**src/rtl/cswst_pkg.sv**
```systemverilog
package cswst_pkg;
    localparam int DW    = 64;
    localparam int DBYTES = DW / 8;

    typedef enum logic [2:0] {
        PH_IDLE,
        PH_READ,
        PH_WAIT,
        PH_SWAP_HI,
        PH_SWAP_LO,
        PH_STORE_HI,
        PH_STORE_LO
    } phase_e;

    // read beat numbering
    localparam logic [2:0] BT_NEW_HI = 3'd0;
    localparam logic [2:0] BT_NEW_LO = 3'd1;
    localparam logic [2:0] BT_SV_HI  = 3'd2;
    localparam logic [2:0] BT_SV_LO  = 3'd3;
    localparam logic [2:0] BT_OLD_HI = 3'd4;
    localparam logic [2:0] BT_OLD_LO = 3'd5;
endpackage

```
**src/rtl/cswst_check.sv**
```systemverilog
module cswst_check #(
    parameter int AW = 16
) (
    input  logic [7:0]    fc,
    input  logic [7:0]    sc,
    input  logic          ext_en,
    input  logic          reg_odd,
    input  logic [AW-1:0] swap_addr,
    input  logic [AW-1:0] store_addr,
    output logic          bad
);
    logic       codes_ok;
    logic       pair_bad;
    logic [3:0] swap_mask;
    logic [3:0] store_mask;
    logic       misaligned;

    always_comb begin
        codes_ok = ext_en ? (fc <= 8'd2 && sc <= 8'd4) : (fc <= 8'd1 && sc <= 8'd3);
        pair_bad = (fc == 8'd2) && reg_odd;
        case (fc[1:0])
            2'd0:    swap_mask = 4'h3;
            2'd1:    swap_mask = 4'h7;
            default: swap_mask = 4'hF;
        endcase
        case (sc[2:0])
            3'd0:    store_mask = 4'h0;
            3'd1:    store_mask = 4'h1;
            3'd2:    store_mask = 4'h3;
            3'd3:    store_mask = 4'h7;
            default: store_mask = 4'hF;
        endcase
        misaligned = (|(swap_addr[3:0] & swap_mask)) || (|(store_addr[3:0] & store_mask));
        bad = !codes_ok || pair_bad || misaligned;
    end
endmodule

```
**src/rtl/cswst_lane.sv**
```systemverilog
module cswst_lane (
    input  logic [1:0]  size_log2,
    input  logic [2:0]  offset,
    input  logic [63:0] value,
    output logic [63:0] wdata,
    output logic [7:0]  be
);
    logic [7:0] base;

    always_comb begin
        case (size_log2)
            2'd0:    base = 8'h80;
            2'd1:    base = 8'hC0;
            2'd2:    base = 8'hF0;
            default: base = 8'hFF;
        endcase
        be    = base >> offset;
        wdata = value >> {offset, 3'b000};
    end
endmodule

```
**src/rtl/cswst_unit.sv**
```systemverilog
module cswst_unit #(
    parameter int AW = 16
) (
    input  logic          clk,
    input  logic          rst_n,
    input  logic          start,
    input  logic [15:0]   ctrl_word,
    input  logic          ext_en,
    input  logic          cmp_reg_odd,
    input  logic [63:0]   cmp_hi,
    input  logic [63:0]   cmp_lo,
    input  logic [AW-1:0] swap_addr,
    input  logic [AW-1:0] store_addr,
    input  logic [AW-1:0] plist_addr,
    output logic          mem_req,
    output logic          mem_we,
    output logic [AW-1:0] mem_addr,
    output logic [63:0]   mem_wdata,
    output logic [7:0]    mem_be,
    input  logic [63:0]   mem_rdata,
    output logic          busy,
    output logic          done,
    output logic          cc,
    output logic          spec_exc,
    output logic [63:0]   res_hi,
    output logic [63:0]   res_lo
);
    import cswst_pkg::*;

    localparam logic [AW-1:0] STEP     = AW'(DBYTES);
    localparam logic [AW-1:0] DW_MASK  = ~AW'(DBYTES - 1);
    localparam logic [AW-1:0] PL_MASK  = ~AW'(2 * DBYTES - 1);

    typedef struct packed {
        phase_e        ph;
        logic [2:0]    idx;
        logic          rd_pend;
        logic [2:0]    rd_idx;
        logic [1:0]    fc;
        logic [2:0]    sc;
        logic [AW-1:0] a1;
        logic [AW-1:0] a2;
        logic [AW-1:0] pl;
        logic [63:0]   cmp_hi;
        logic [63:0]   cmp_lo;
        logic [63:0]   nv_hi;
        logic [63:0]   nv_lo;
        logic [63:0]   sv_hi;
        logic [63:0]   sv_lo;
        logic [63:0]   old_hi;
        logic [63:0]   old_lo;
        logic          cc;
        logic          exc;
        logic          done;
        logic [63:0]   res_hi;
        logic [63:0]   res_lo;
    } state_t;

    state_t s_q, s_d;

    logic          chk_bad;
    logic [1:0]    lane_size;
    logic [2:0]    lane_off;
    logic [63:0]   lane_val;
    logic [63:0]   lane_wdata;
    logic [7:0]    lane_be;
    logic [31:0]   old32;
    logic          hit;
    logic          wide;
    logic          last_beat;
    logic [AW-1:0] a1_dw;
    logic [AW-1:0] a2_dw;
    logic [AW-1:0] beat_addr;

    cswst_check #(.AW(AW)) u_check (
        .fc        (ctrl_word[7:0]),
        .sc        (ctrl_word[15:8]),
        .ext_en    (ext_en),
        .reg_odd   (cmp_reg_odd),
        .swap_addr (swap_addr),
        .store_addr(store_addr),
        .bad       (chk_bad)
    );

    cswst_lane u_lane (
        .size_log2(lane_size),
        .offset   (lane_off),
        .value    (lane_val),
        .wdata    (lane_wdata),
        .be       (lane_be)
    );

    always_comb begin
        wide   = (s_q.fc == 2'd2);
        a1_dw  = s_q.a1 & DW_MASK;
        a2_dw  = s_q.a2 & DW_MASK;
        old32  = s_q.a1[2] ? s_q.old_hi[31:0] : s_q.old_hi[63:32];
        case (s_q.fc)
            2'd0:    hit = (old32 == s_q.cmp_hi[31:0]);
            2'd1:    hit = (s_q.old_hi == s_q.cmp_hi);
            default: hit = (s_q.old_hi == s_q.cmp_hi) && (s_q.old_lo == s_q.cmp_lo);
        endcase
        last_beat = (s_q.idx == BT_OLD_LO) || (s_q.idx == BT_OLD_HI && !wide);
        case (s_q.idx)
            BT_NEW_HI: beat_addr = s_q.pl;
            BT_NEW_LO: beat_addr = s_q.pl + STEP;
            BT_SV_HI:  beat_addr = s_q.pl + 2 * STEP;
            BT_SV_LO:  beat_addr = s_q.pl + 3 * STEP;
            BT_OLD_HI: beat_addr = a1_dw;
            default:   beat_addr = a1_dw + STEP;
        endcase

        s_d       = s_q;
        s_d.done  = 1'b0;
        mem_req   = 1'b0;
        mem_we    = 1'b0;
        mem_addr  = '0;
        lane_size = 2'd3;
        lane_off  = 3'd0;
        lane_val  = '0;

        // capture read data one cycle after its request
        s_d.rd_pend = 1'b0;
        if (s_q.rd_pend) begin
            case (s_q.rd_idx)
                BT_NEW_HI: s_d.nv_hi  = mem_rdata;
                BT_NEW_LO: s_d.nv_lo  = mem_rdata;
                BT_SV_HI:  s_d.sv_hi  = mem_rdata;
                BT_SV_LO:  s_d.sv_lo  = mem_rdata;
                BT_OLD_HI: s_d.old_hi = mem_rdata;
                default:   s_d.old_lo = mem_rdata;
            endcase
        end

        case (s_q.ph)
            PH_IDLE: begin
                if (start) begin
                    s_d.fc     = ctrl_word[1:0];
                    s_d.sc     = ctrl_word[10:8];
                    s_d.a1     = swap_addr;
                    s_d.a2     = store_addr;
                    s_d.pl     = plist_addr & PL_MASK;
                    s_d.cmp_hi = cmp_hi;
                    s_d.cmp_lo = cmp_lo;
                    s_d.res_hi = cmp_hi;
                    s_d.res_lo = cmp_lo;
                    s_d.cc     = 1'b0;
                    s_d.idx    = BT_NEW_HI;
                    if (chk_bad) begin
                        s_d.exc  = 1'b1;
                        s_d.done = 1'b1;
                    end else begin
                        s_d.exc = 1'b0;
                        s_d.ph  = PH_READ;
                    end
                end
            end
            PH_READ: begin
                mem_req     = 1'b1;
                mem_addr    = beat_addr;
                s_d.rd_pend = 1'b1;
                s_d.rd_idx  = s_q.idx;
                if (last_beat) begin
                    s_d.ph = PH_WAIT;
                end else if (s_q.idx == BT_NEW_HI && !wide) begin
                    s_d.idx = BT_SV_HI;
                end else begin
                    s_d.idx = s_q.idx + 3'd1;
                end
            end
            PH_WAIT: begin
                s_d.ph = PH_SWAP_HI;
            end
            PH_SWAP_HI: begin
                mem_req  = 1'b1;
                mem_we   = 1'b1;
                mem_addr = a1_dw;
                s_d.cc   = !hit;
                if (s_q.fc == 2'd0) begin
                    lane_size  = 2'd2;
                    lane_off   = s_q.a1[2:0];
                    lane_val   = {hit ? s_q.nv_hi[63:32] : old32, 32'h0};
                    s_d.res_hi = {old32, s_q.cmp_hi[31:0]};
                end else begin
                    lane_val   = hit ? s_q.nv_hi : s_q.old_hi;
                    s_d.res_hi = s_q.old_hi;
                    if (wide) s_d.res_lo = s_q.old_lo;
                end
                if (wide) begin
                    s_d.ph = PH_SWAP_LO;
                end else if (hit) begin
                    s_d.ph = PH_STORE_HI;
                end else begin
                    s_d.ph   = PH_IDLE;
                    s_d.done = 1'b1;
                end
            end
            PH_SWAP_LO: begin
                mem_req  = 1'b1;
                mem_we   = 1'b1;
                mem_addr = a1_dw + STEP;
                lane_val = s_q.cc ? s_q.old_lo : s_q.nv_lo;
                if (!s_q.cc) begin
                    s_d.ph = PH_STORE_HI;
                end else begin
                    s_d.ph   = PH_IDLE;
                    s_d.done = 1'b1;
                end
            end
            PH_STORE_HI: begin
                mem_req   = 1'b1;
                mem_we    = 1'b1;
                mem_addr  = a2_dw;
                lane_size = (s_q.sc >= 3'd3) ? 2'd3 : s_q.sc[1:0];
                lane_off  = s_q.a2[2:0];
                lane_val  = s_q.sv_hi;
                if (s_q.sc == 3'd4) begin
                    s_d.ph = PH_STORE_LO;
                end else begin
                    s_d.ph   = PH_IDLE;
                    s_d.done = 1'b1;
                end
            end
            PH_STORE_LO: begin
                mem_req  = 1'b1;
                mem_we   = 1'b1;
                mem_addr = a2_dw + STEP;
                lane_val = s_q.sv_lo;
                s_d.ph   = PH_IDLE;
                s_d.done = 1'b1;
            end
            default: begin
                s_d.ph = PH_IDLE;
            end
        endcase

        mem_wdata = mem_we ? lane_wdata : 64'h0;
        mem_be    = mem_we ? lane_be : 8'hFF;
    end

    always_ff @(posedge clk) begin
        if (!rst_n) begin
            s_q <= '0;
        end else begin
            s_q <= s_d;
        end
    end

    assign busy     = (s_q.ph != PH_IDLE);
    assign done     = s_q.done;
    assign cc       = s_q.cc;
    assign spec_exc = s_q.exc;
    assign res_hi   = s_q.res_hi;
    assign res_lo   = s_q.res_lo;
endmodule

```
**config.mk**
```make
export PLATFORM = sky130hd
export DESIGN_NAME = cswst_unit
export DESIGN_NICKNAME = d
export VERILOG_FILES = /design/src/rtl/cswst_pkg.sv /design/src/rtl/cswst_check.sv /design/src/rtl/cswst_lane.sv /design/src/rtl/cswst_unit.sv
export SDC_FILE = /design/constraint.sdc
export NUM_CORES = 2
export LEC_CHECK = 0
export BUFFER_PORTS_ARGS = -buffer_cell sky130_fd_sc_hd__buf_4
export CORE_MARGIN = 5
export CORE_UTILIZATION = 59
export DETAILED_ROUTE_END_ITERATION = 10
export PLACE_DENSITY = 0.81
export SLEW_MARGIN = 20
export SYNTH_ARGS = -nofsm -noshare
export SYNTH_HDL_FRONTEND = slang
export SYNTH_SLANG_ARGS = --single-unit
```
**constraint.sdc**
```tcl
create_clock -name clk -period 3.9 [get_ports clk]
set_input_delay 0.39 -clock clk [delete_from_list [all_inputs] [get_ports clk]]
set_output_delay 0.39 -clock clk [all_outputs]
set_load 0.01 [all_outputs]
```
== After elaboration in Yosys (flattened, before gate mapping) ==
Index checks and enable logic that the tools add are counted.

* Output and inout bits: 222
* Input port bits: 261
* Memories: 0
* ROM bits: 0
* RAM bits: 0
* Bits in latches: 0
* Flip-flop bits (word level): 702

* $mul: 0
* Div/mod/pow operators: 0
* Bitwise logic cells: 3
* Shift operators: 2
* $lt $le $gt $ge: 5
* Reduce and logical (&&, ||, !) cells: 39
* Mux-type cells: 46
* Add/subtract/negate cells: 6
* Eq/ne operators: 34

{| class="wikitable"
|+ Operators by type and width
! cell !! number
|-
| $mux 64 || 7
|-
| $pmux 128 s2 || 1
|-
| $pmux 64 s4 || 1
|-
| $pmux 16 s5 || 2
|-
| $mux 131 || 1
|-
| $eq 64x64->1 || 2
|-
| $mux 32 || 2
|-
| $shr 64x6->64 || 1
|-
| $add 16x4->16 const B || 3
|-
| $add 16x5->16 const B || 2
|-
| $eq 32x32->1 || 1
|-
| $mux 3 || 9
|-
| $eq 3x2->1 const B || 8
|-
| $eq 3x3->1 const B || 7
|-
| $pmux 7 s3 || 1
|-
| $pmux 3 s6 || 1
|-
| $le 8x2->1 const B || 2
|-
| $pmux 4 s4 || 1
|-
| $reduce_and 2->1 || 8
|-
| $eq 3x1->1 const B || 4
|-
| $logic_not 3->1 || 4
|-
| $ne 2x2->1 const B || 6
|-
| $pmux 3 s2 || 2
|-
| $reduce_or 4->1 || 3
|-
| 28 further kinds || 56
|}

== Logic depth before layout (Yosys ltp) ==
* Word-level depth: 9
* Mapped depth: 14
* Mapped depth without buffers: 10

== By module ==
A second synthesis with hierarchy kept.

* Cell total of the unflattened synthesis: 4658
* Area, all modules: 36796.5 um^2

{| class="wikitable"
|+ By module, submodules not included
! module !! cells each !! area each (um^2) !! seq. area each (um^2) !! times used
|-
| cswst_unit || 4390 || 34907.2 || 14053.5 || 1
|-
| cswst_lane || 254 || 1744.2 || 0.0 || 1
|-
| cswst_check || 14 || 145.1 || 0.0 || 1
|}

== Least setup slack after synthesis ==
OpenSTA, ideal clock, no wires.

* Path type: register to output
* Start: register s_q[677] in the netlist's numbering
* End: output port mem_wdata[28]
* Arrival: 2.948 ns
* Path buffers: 4
* Path slack: 0.562 ns
* Cell stages (with the launch flop): 15
* Cells stage by stage: dfxtp_1 buf_6 buf_2 mux2i_1 xnor2_1 nor4_1 nand3_1 or3_1 buf_2 buf_1 o211ai_1 o211ai_1 and2_1 mux2_2 a221oi_1

* Longest elaborated chain between the ends: 8

{| class="wikitable"
|+ Ends and longest elaborated chain
! element !! RTL line !! text
|-
| start: declaration || cswst_unit.sv:59 || <nowiki>state_t s_q, s_d;</nowiki>
|-
| start signal: assignment || cswst_unit.sv:243 || <nowiki>s_q <= '0;</nowiki>
|-
| start signal: assignment || cswst_unit.sv:245 || <nowiki>s_q <= s_d;</nowiki>
|-
| $mux 32 || cswst_unit.sv:97 || <nowiki>old32 = s_q.a1[2] ? s_q.old_hi[31:0] : s_q.old_hi[63:32];</nowiki>
|-
| $eq 32x32->1 || cswst_unit.sv:99 || <nowiki>2'd0: hit = (old32 == s_q.cmp_hi[31:0]);</nowiki>
|-
| $pmux 1 s2 || cswst_unit.sv:98 || <nowiki>case (s_q.fc)</nowiki>
|-
| $mux 64 or $mux 32 (tied branches) || cswst_unit.sv:185, cswst_unit.sv:182 ||
|-
| $mux 64 || cswst_unit.sv:179 || <nowiki>if (s_q.fc == 2'd0) begin</nowiki>
|-
| $pmux 64 s4 || cswst_unit.sv:135 || <nowiki>case (s_q.ph)</nowiki>
|-
| $shr 64x6->64 (*) || cswst_lane.sv:18 || <nowiki>wdata = value >> {offset, 3'b000};</nowiki>
|-
| $mux 64 (*) || cswst_unit.sv:237 || <nowiki>mem_wdata = mem_we ? lane_wdata : 64'h0;</nowiki>
|-
| end: declaration || cswst_unit.sv:18 || <nowiki>output logic [63:0] mem_wdata,</nowiki>
|}

Mark *: on every way between the ends. The rest lies on a longest branch, timed or not.

== Final worst setup path ==
* Start: register s_q[515] in the netlist's numbering
* End: output port mem_wdata[4]

* Longest elaborated chain between the ends: 8

{| class="wikitable"
|+ Ends and longest elaborated chain
! element !! RTL line !! text
|-
| $eq 64x64->1 (*) || cswst_unit.sv:101 || <nowiki>default: hit = (s_q.old_hi == s_q.cmp_hi) && (s_q.old_lo == s_q.cmp_lo);</nowiki>
|-
| $logic_and 1x1->1 (*) || cswst_unit.sv:101 ||
|-
| $pmux 1 s2 (*) || cswst_unit.sv:98 ||
|-
| $mux 64 or $mux 32 (tied branches) || cswst_unit.sv:185, cswst_unit.sv:182 ||
|-
| $mux 64 (*) || cswst_unit.sv:179 ||
|-
| $pmux 64 s4 (*) || cswst_unit.sv:135 ||
|-
| $shr 64x6->64 (*) || cswst_lane.sv:18 ||
|-
| $mux 64 (*) || cswst_unit.sv:237 ||
|}

Marks and branches as above.

==> impl_summary.txt <==
----------------------------------------------------
[Synthesis]
  Mean instance size in the synthesized netlist ... just under 8 um2
  Top area cells in the synthesized netlist ... sky130_fd_sc_hd__dfxtp_1, sky130_fd_sc_hd__nand2_1, sky130_fd_sc_hd__a21boi_0, sky130_fd_sc_hd__xnor2_1, sky130_fd_sc_hd__clkbuf_1
  Async S/R FF share, synth ... 0%
  Library cells used by synthesis ... 75
  Cell area after synthesis ... around 36000 um2
  Flops & latches, synth ... 702
  Post-synthesis instance total ... ~4700
  Number of enable-type register cells in the synthesized netlist ... 0
  Top cell type's share of synthesized area ... 38.6%
  Count of yosys warnings during synthesis ... 0
  Commonest register cell after synthesis ... sky130_fd_sc_hd__dfxtp_1
  Cell accounting for the most synthesized area ... sky130_fd_sc_hd__dfxtp_1
  Share of synthesized area occupied by flip-flops and latches ... 38.6%

[Final layout]
  Final nets ... roughly 5500
  Utilization after layout ... between 70 and 80%
  Fraction of layout cells with a size suffix above 1 ... 25.3%
  Number of cells in the finished layout apart from fillers ... 6064
  Fin area ... approximately 47000 um2
  Syn-to-layout area delta ... 28.1%

[Floorplan]
  I/O pin count ... roughly 480
  Core Rows ... a little over 90
  Overall die area ... approximately 67000 um2
  Effective utilization at floorplan ... between 50% and 60%
  Core Box Area ... around 60000 um2
  Die span in x ... approximately 260 um
  Vertical extent of the die ... ~260 um

[Worst setup path]
  Endpoint of the worst register-to-register path ... s_q[703]
  Crit Reg-Reg Startpoint ... s_q[515]
  Worst R2R Path Depth ... 14
  Arrival @ worst endpoint ... between 4000 and 5000 ps
  Endpoint class of the critical path ... output port
  Critical path origin ... s_q[515]
  Type of element launching the critical path ... flip-flop
  Kind of critical path ... reg2out
  Setup slack of the worst register-to-register path ... 930 ps
  Critical path destination ... mem_wdata[4]
  Largest fanout of any net on the critical path ... 7
  Worst EP required ... between 3000 and 4000 ps

[Placement]
  Buffers on Ports ... around 480
  Routability Congestion ... 1.14
  Instance count after placement with tap cells included ... approximately 5900
  Placed instance area ... roughly 42000 um2
  Placed wire-length estimate after detailed placement ... approximately 120000 um
  Setup slack at placement ... -367 ps

[Job]
  Max-cap check violation count ... 0

[Timing]
  Highest achievable clock rate ... between 200 and 250 MHz
  Post-route clock skew ... between 20 and 25 ps
  Worst Tran Pin Value ... between 1000 and 1500 ps
  Unrepaired setup endpoints after global routing ... true
  Final worst path period need ... 4680 ps
  Fin crit share ... 120%
  Final Worst Setup Slack ... -781 ps
  Worst slew margin relative to its limit ... between 20 and 25%
  Final hold violation count ... 0
  Setup violation total in the final timing report ... between 60 and 70
  Worst hold slack after final layout ... around 16 ps
  Count of final max-slew check failures ... 0
  Final TNS setup ... -35180 ps

[Clocking]
  Clk sink count ... ~700
  Number of buffers on the longest clock path ... 3
  TritonCTS clock tree ... built
  Library cell used as clock root buffer ... sky130_fd_sc_hd__clkbuf_16
  Skew-Pair Late Insertion Delay ... 650 ps
  Clock Pin Slew Worst Setup and Hold Paths ... 70 ps
  Number of CTS-inserted buffers ... between 70 and 80
  Post-CTS Hold Buffers ... 0
  CTS H-tree depth ... 3

[Power and ir drop]
  Final Total Pwr ... 17.7 mW
  Pleak ... about 19 nW
  Worst ir drop on vdd ... 0.367 mV
  Power Dens Cells ... around 380 nW/um2

[Worst hold path]
  Path type of the worst min-delay path ... in2reg

[Detailed routing]
  Initial DRC Count ... roughly 6300
  Count of nets left with antenna violations after detail routing ... 0
  Residual DRC ... 0
  Average wire per cell in the routed design ... between 20 and 30 um
  Total number of vias ... 39400
  Routed WL ... about 170000 um
  Pre-antenna DRT Iters ... 8
  Via density ... around 6.5

[Status]
  Violated checks ... negative setup slack
  Run status ... finished, violations left

[Global route]
  Number of global-route vias before repair ... between 30000 and 40000
  Global-route usage over all layers ... a little under half
  Largest net degree at the start of global routing ... 129
  Global-route wire length before repair ... between 200000 and 250000 um
  Initial antenna violation count ... 10
  Total congestion overflow ... 0

----------------------------------------------------
[power breakdown]
group / leakage, nW / switching, mW / internal, mW / total, mW
clock: 1.28 / 3.17 / 4.63 / 7.80
combinational: 11.7 / 1.27 / 0.933 / 2.21
sequential: 5.72 / 0.231 / 7.44 / 7.67
total: 18.7 / 4.68 / 13.0 / 17.7
[cell families (layout without fill, tap and decap cells)]
family	Yosys count	count (layout)	synth area share, %
other	1	14	0.0103
multiplexers	141	141	4.10
XOR/XNOR	171	171	4.11
AND/OR/NAND/NOR	1909	1909	21.5
flip-flops	702	702	38.6
buffers and inverters	508	1111	6.72
AO/OA/AOI/OAI	1218	1218	24.7
adder cells (fa/ha/maj)	8	8	0.275
[routing by layer]
metal	wire length (um)	global-route usage, %
met4	14200	29.8
met3	21700	11.5
met2	69100	69.1
met5	115	0
met1	60100	61.0
[layout make-up]
type / instances / area, um2
Multi-Input combinational cell: 3450 / 21100
Tap cell: 790 / 988
Fill cell: 4515 / 14700
Inverter: 19 / 71.3
Timing Repair Buffer: 954 / 7730
Clock buffer: 107 / 2170
Antenna cell: 11 / 27.5
Clock inverter: 31 / 479
Sequential cell: 702 / 14100
[synthesized netlist by cell type (all sizes together), types with 73 or more instances]
master and count:
a21boi 585, a21oi 97, a31oi 73, buf 172, clkbuf 317, dfxtp 702, mux2i 81, nand2 1471
nand3 164, nor2 100, o21ai 101, xnor2 153
[sequential cells by signal (all words and copies together) (netlist names)]
signal / count
a1_dw: 13
a2_dw: 13
cc: 1
done: 1
res_hi: 64
res_lo: 64
s_q: 545
spec_exc: 1
[worst max-delay path, cell delays in order, from the launching register on]
cell	delay (ps)
sky130_fd_sc_hd__dfxtp_1	320
sky130_fd_sc_hd__xnor2_1	180
sky130_fd_sc_hd__buf_4	220
sky130_fd_sc_hd__nand4_1	110
sky130_fd_sc_hd__nor4_1	450
sky130_fd_sc_hd__nand2_1	290
sky130_fd_sc_hd__nor4_4	260
sky130_fd_sc_hd__buf_4	180
sky130_fd_sc_hd__nor2_4	90
sky130_fd_sc_hd__buf_6	170
sky130_fd_sc_hd__buf_4	140
sky130_fd_sc_hd__o211ai_1	190
sky130_fd_sc_hd__buf_4	180
sky130_fd_sc_hd__a22oi_2	100
sky130_fd_sc_hd__a22o_1	280
sky130_fd_sc_hd__a211o_1	330
sky130_fd_sc_hd__buf_6	150
[worst min-delay path by stage]
stage | from | endpoint | slack, ps | depth (start not counted)
after floorplan | s_q[485] | s_q[485] | 440 | 2
after global placement | s_q[504] | s_q[504] | 450 | 2
after detailed placement | s_q[504] | s_q[504] | 450 | 2
after CTS | swap_addr[6] | a1_dw[6] | 10 | 3
after global routing | cmp_lo[6] | s_q[521] | 20 | 3
final | swap_addr[0] | s_q[675] | 20 | 3
[cells in the final DEF, fill, tap and decap left out, types with 10 or more instances in the layout]
cell type	instances
sky130_fd_sc_hd__a211oi_1	11
sky130_fd_sc_hd__a21boi_0	583
sky130_fd_sc_hd__a21o_1	10
sky130_fd_sc_hd__a21oi_1	73
sky130_fd_sc_hd__a21oi_2	19
sky130_fd_sc_hd__a221oi_1	14
sky130_fd_sc_hd__a222oi_1	50
sky130_fd_sc_hd__a22o_1	10
sky130_fd_sc_hd__a22oi_1	25
sky130_fd_sc_hd__a22oi_2	15
sky130_fd_sc_hd__a31oi_1	66
sky130_fd_sc_hd__and2_1	23
sky130_fd_sc_hd__and3_1	19
sky130_fd_sc_hd__buf_12	28
sky130_fd_sc_hd__buf_4	872
sky130_fd_sc_hd__buf_6	51
sky130_fd_sc_hd__bufinv_16	11
sky130_fd_sc_hd__clkbuf_1	17
sky130_fd_sc_hd__clkbuf_16	77
sky130_fd_sc_hd__clkbuf_8	13
sky130_fd_sc_hd__dfxtp_1	693
sky130_fd_sc_hd__diode_2	11
sky130_fd_sc_hd__inv_1	18
sky130_fd_sc_hd__mux2_2	51
sky130_fd_sc_hd__mux2i_1	70
sky130_fd_sc_hd__nand2_1	1461
sky130_fd_sc_hd__nand3_1	156
sky130_fd_sc_hd__nand4_1	45
sky130_fd_sc_hd__nor2_1	88
sky130_fd_sc_hd__nor3_1	11
sky130_fd_sc_hd__nor4_1	11
sky130_fd_sc_hd__o211a_1	66
sky130_fd_sc_hd__o211ai_1	63
sky130_fd_sc_hd__o21ai_0	94
sky130_fd_sc_hd__o22ai_1	11
sky130_fd_sc_hd__xnor2_1	139
sky130_fd_sc_hd__xnor2_2	14
sky130_fd_sc_hd__xor2_1	16
[repair_timing]
action / 4_1_cts / 5_1_grt
resized for setup: 163 / 113
gates cloned: 0 / 0
setup buffers: 19 / 15
pin swaps: 47 / 63
endpoints found under the setup margin: 64 / 68
No activity file was read; power rests on OpenSTA's default activity.
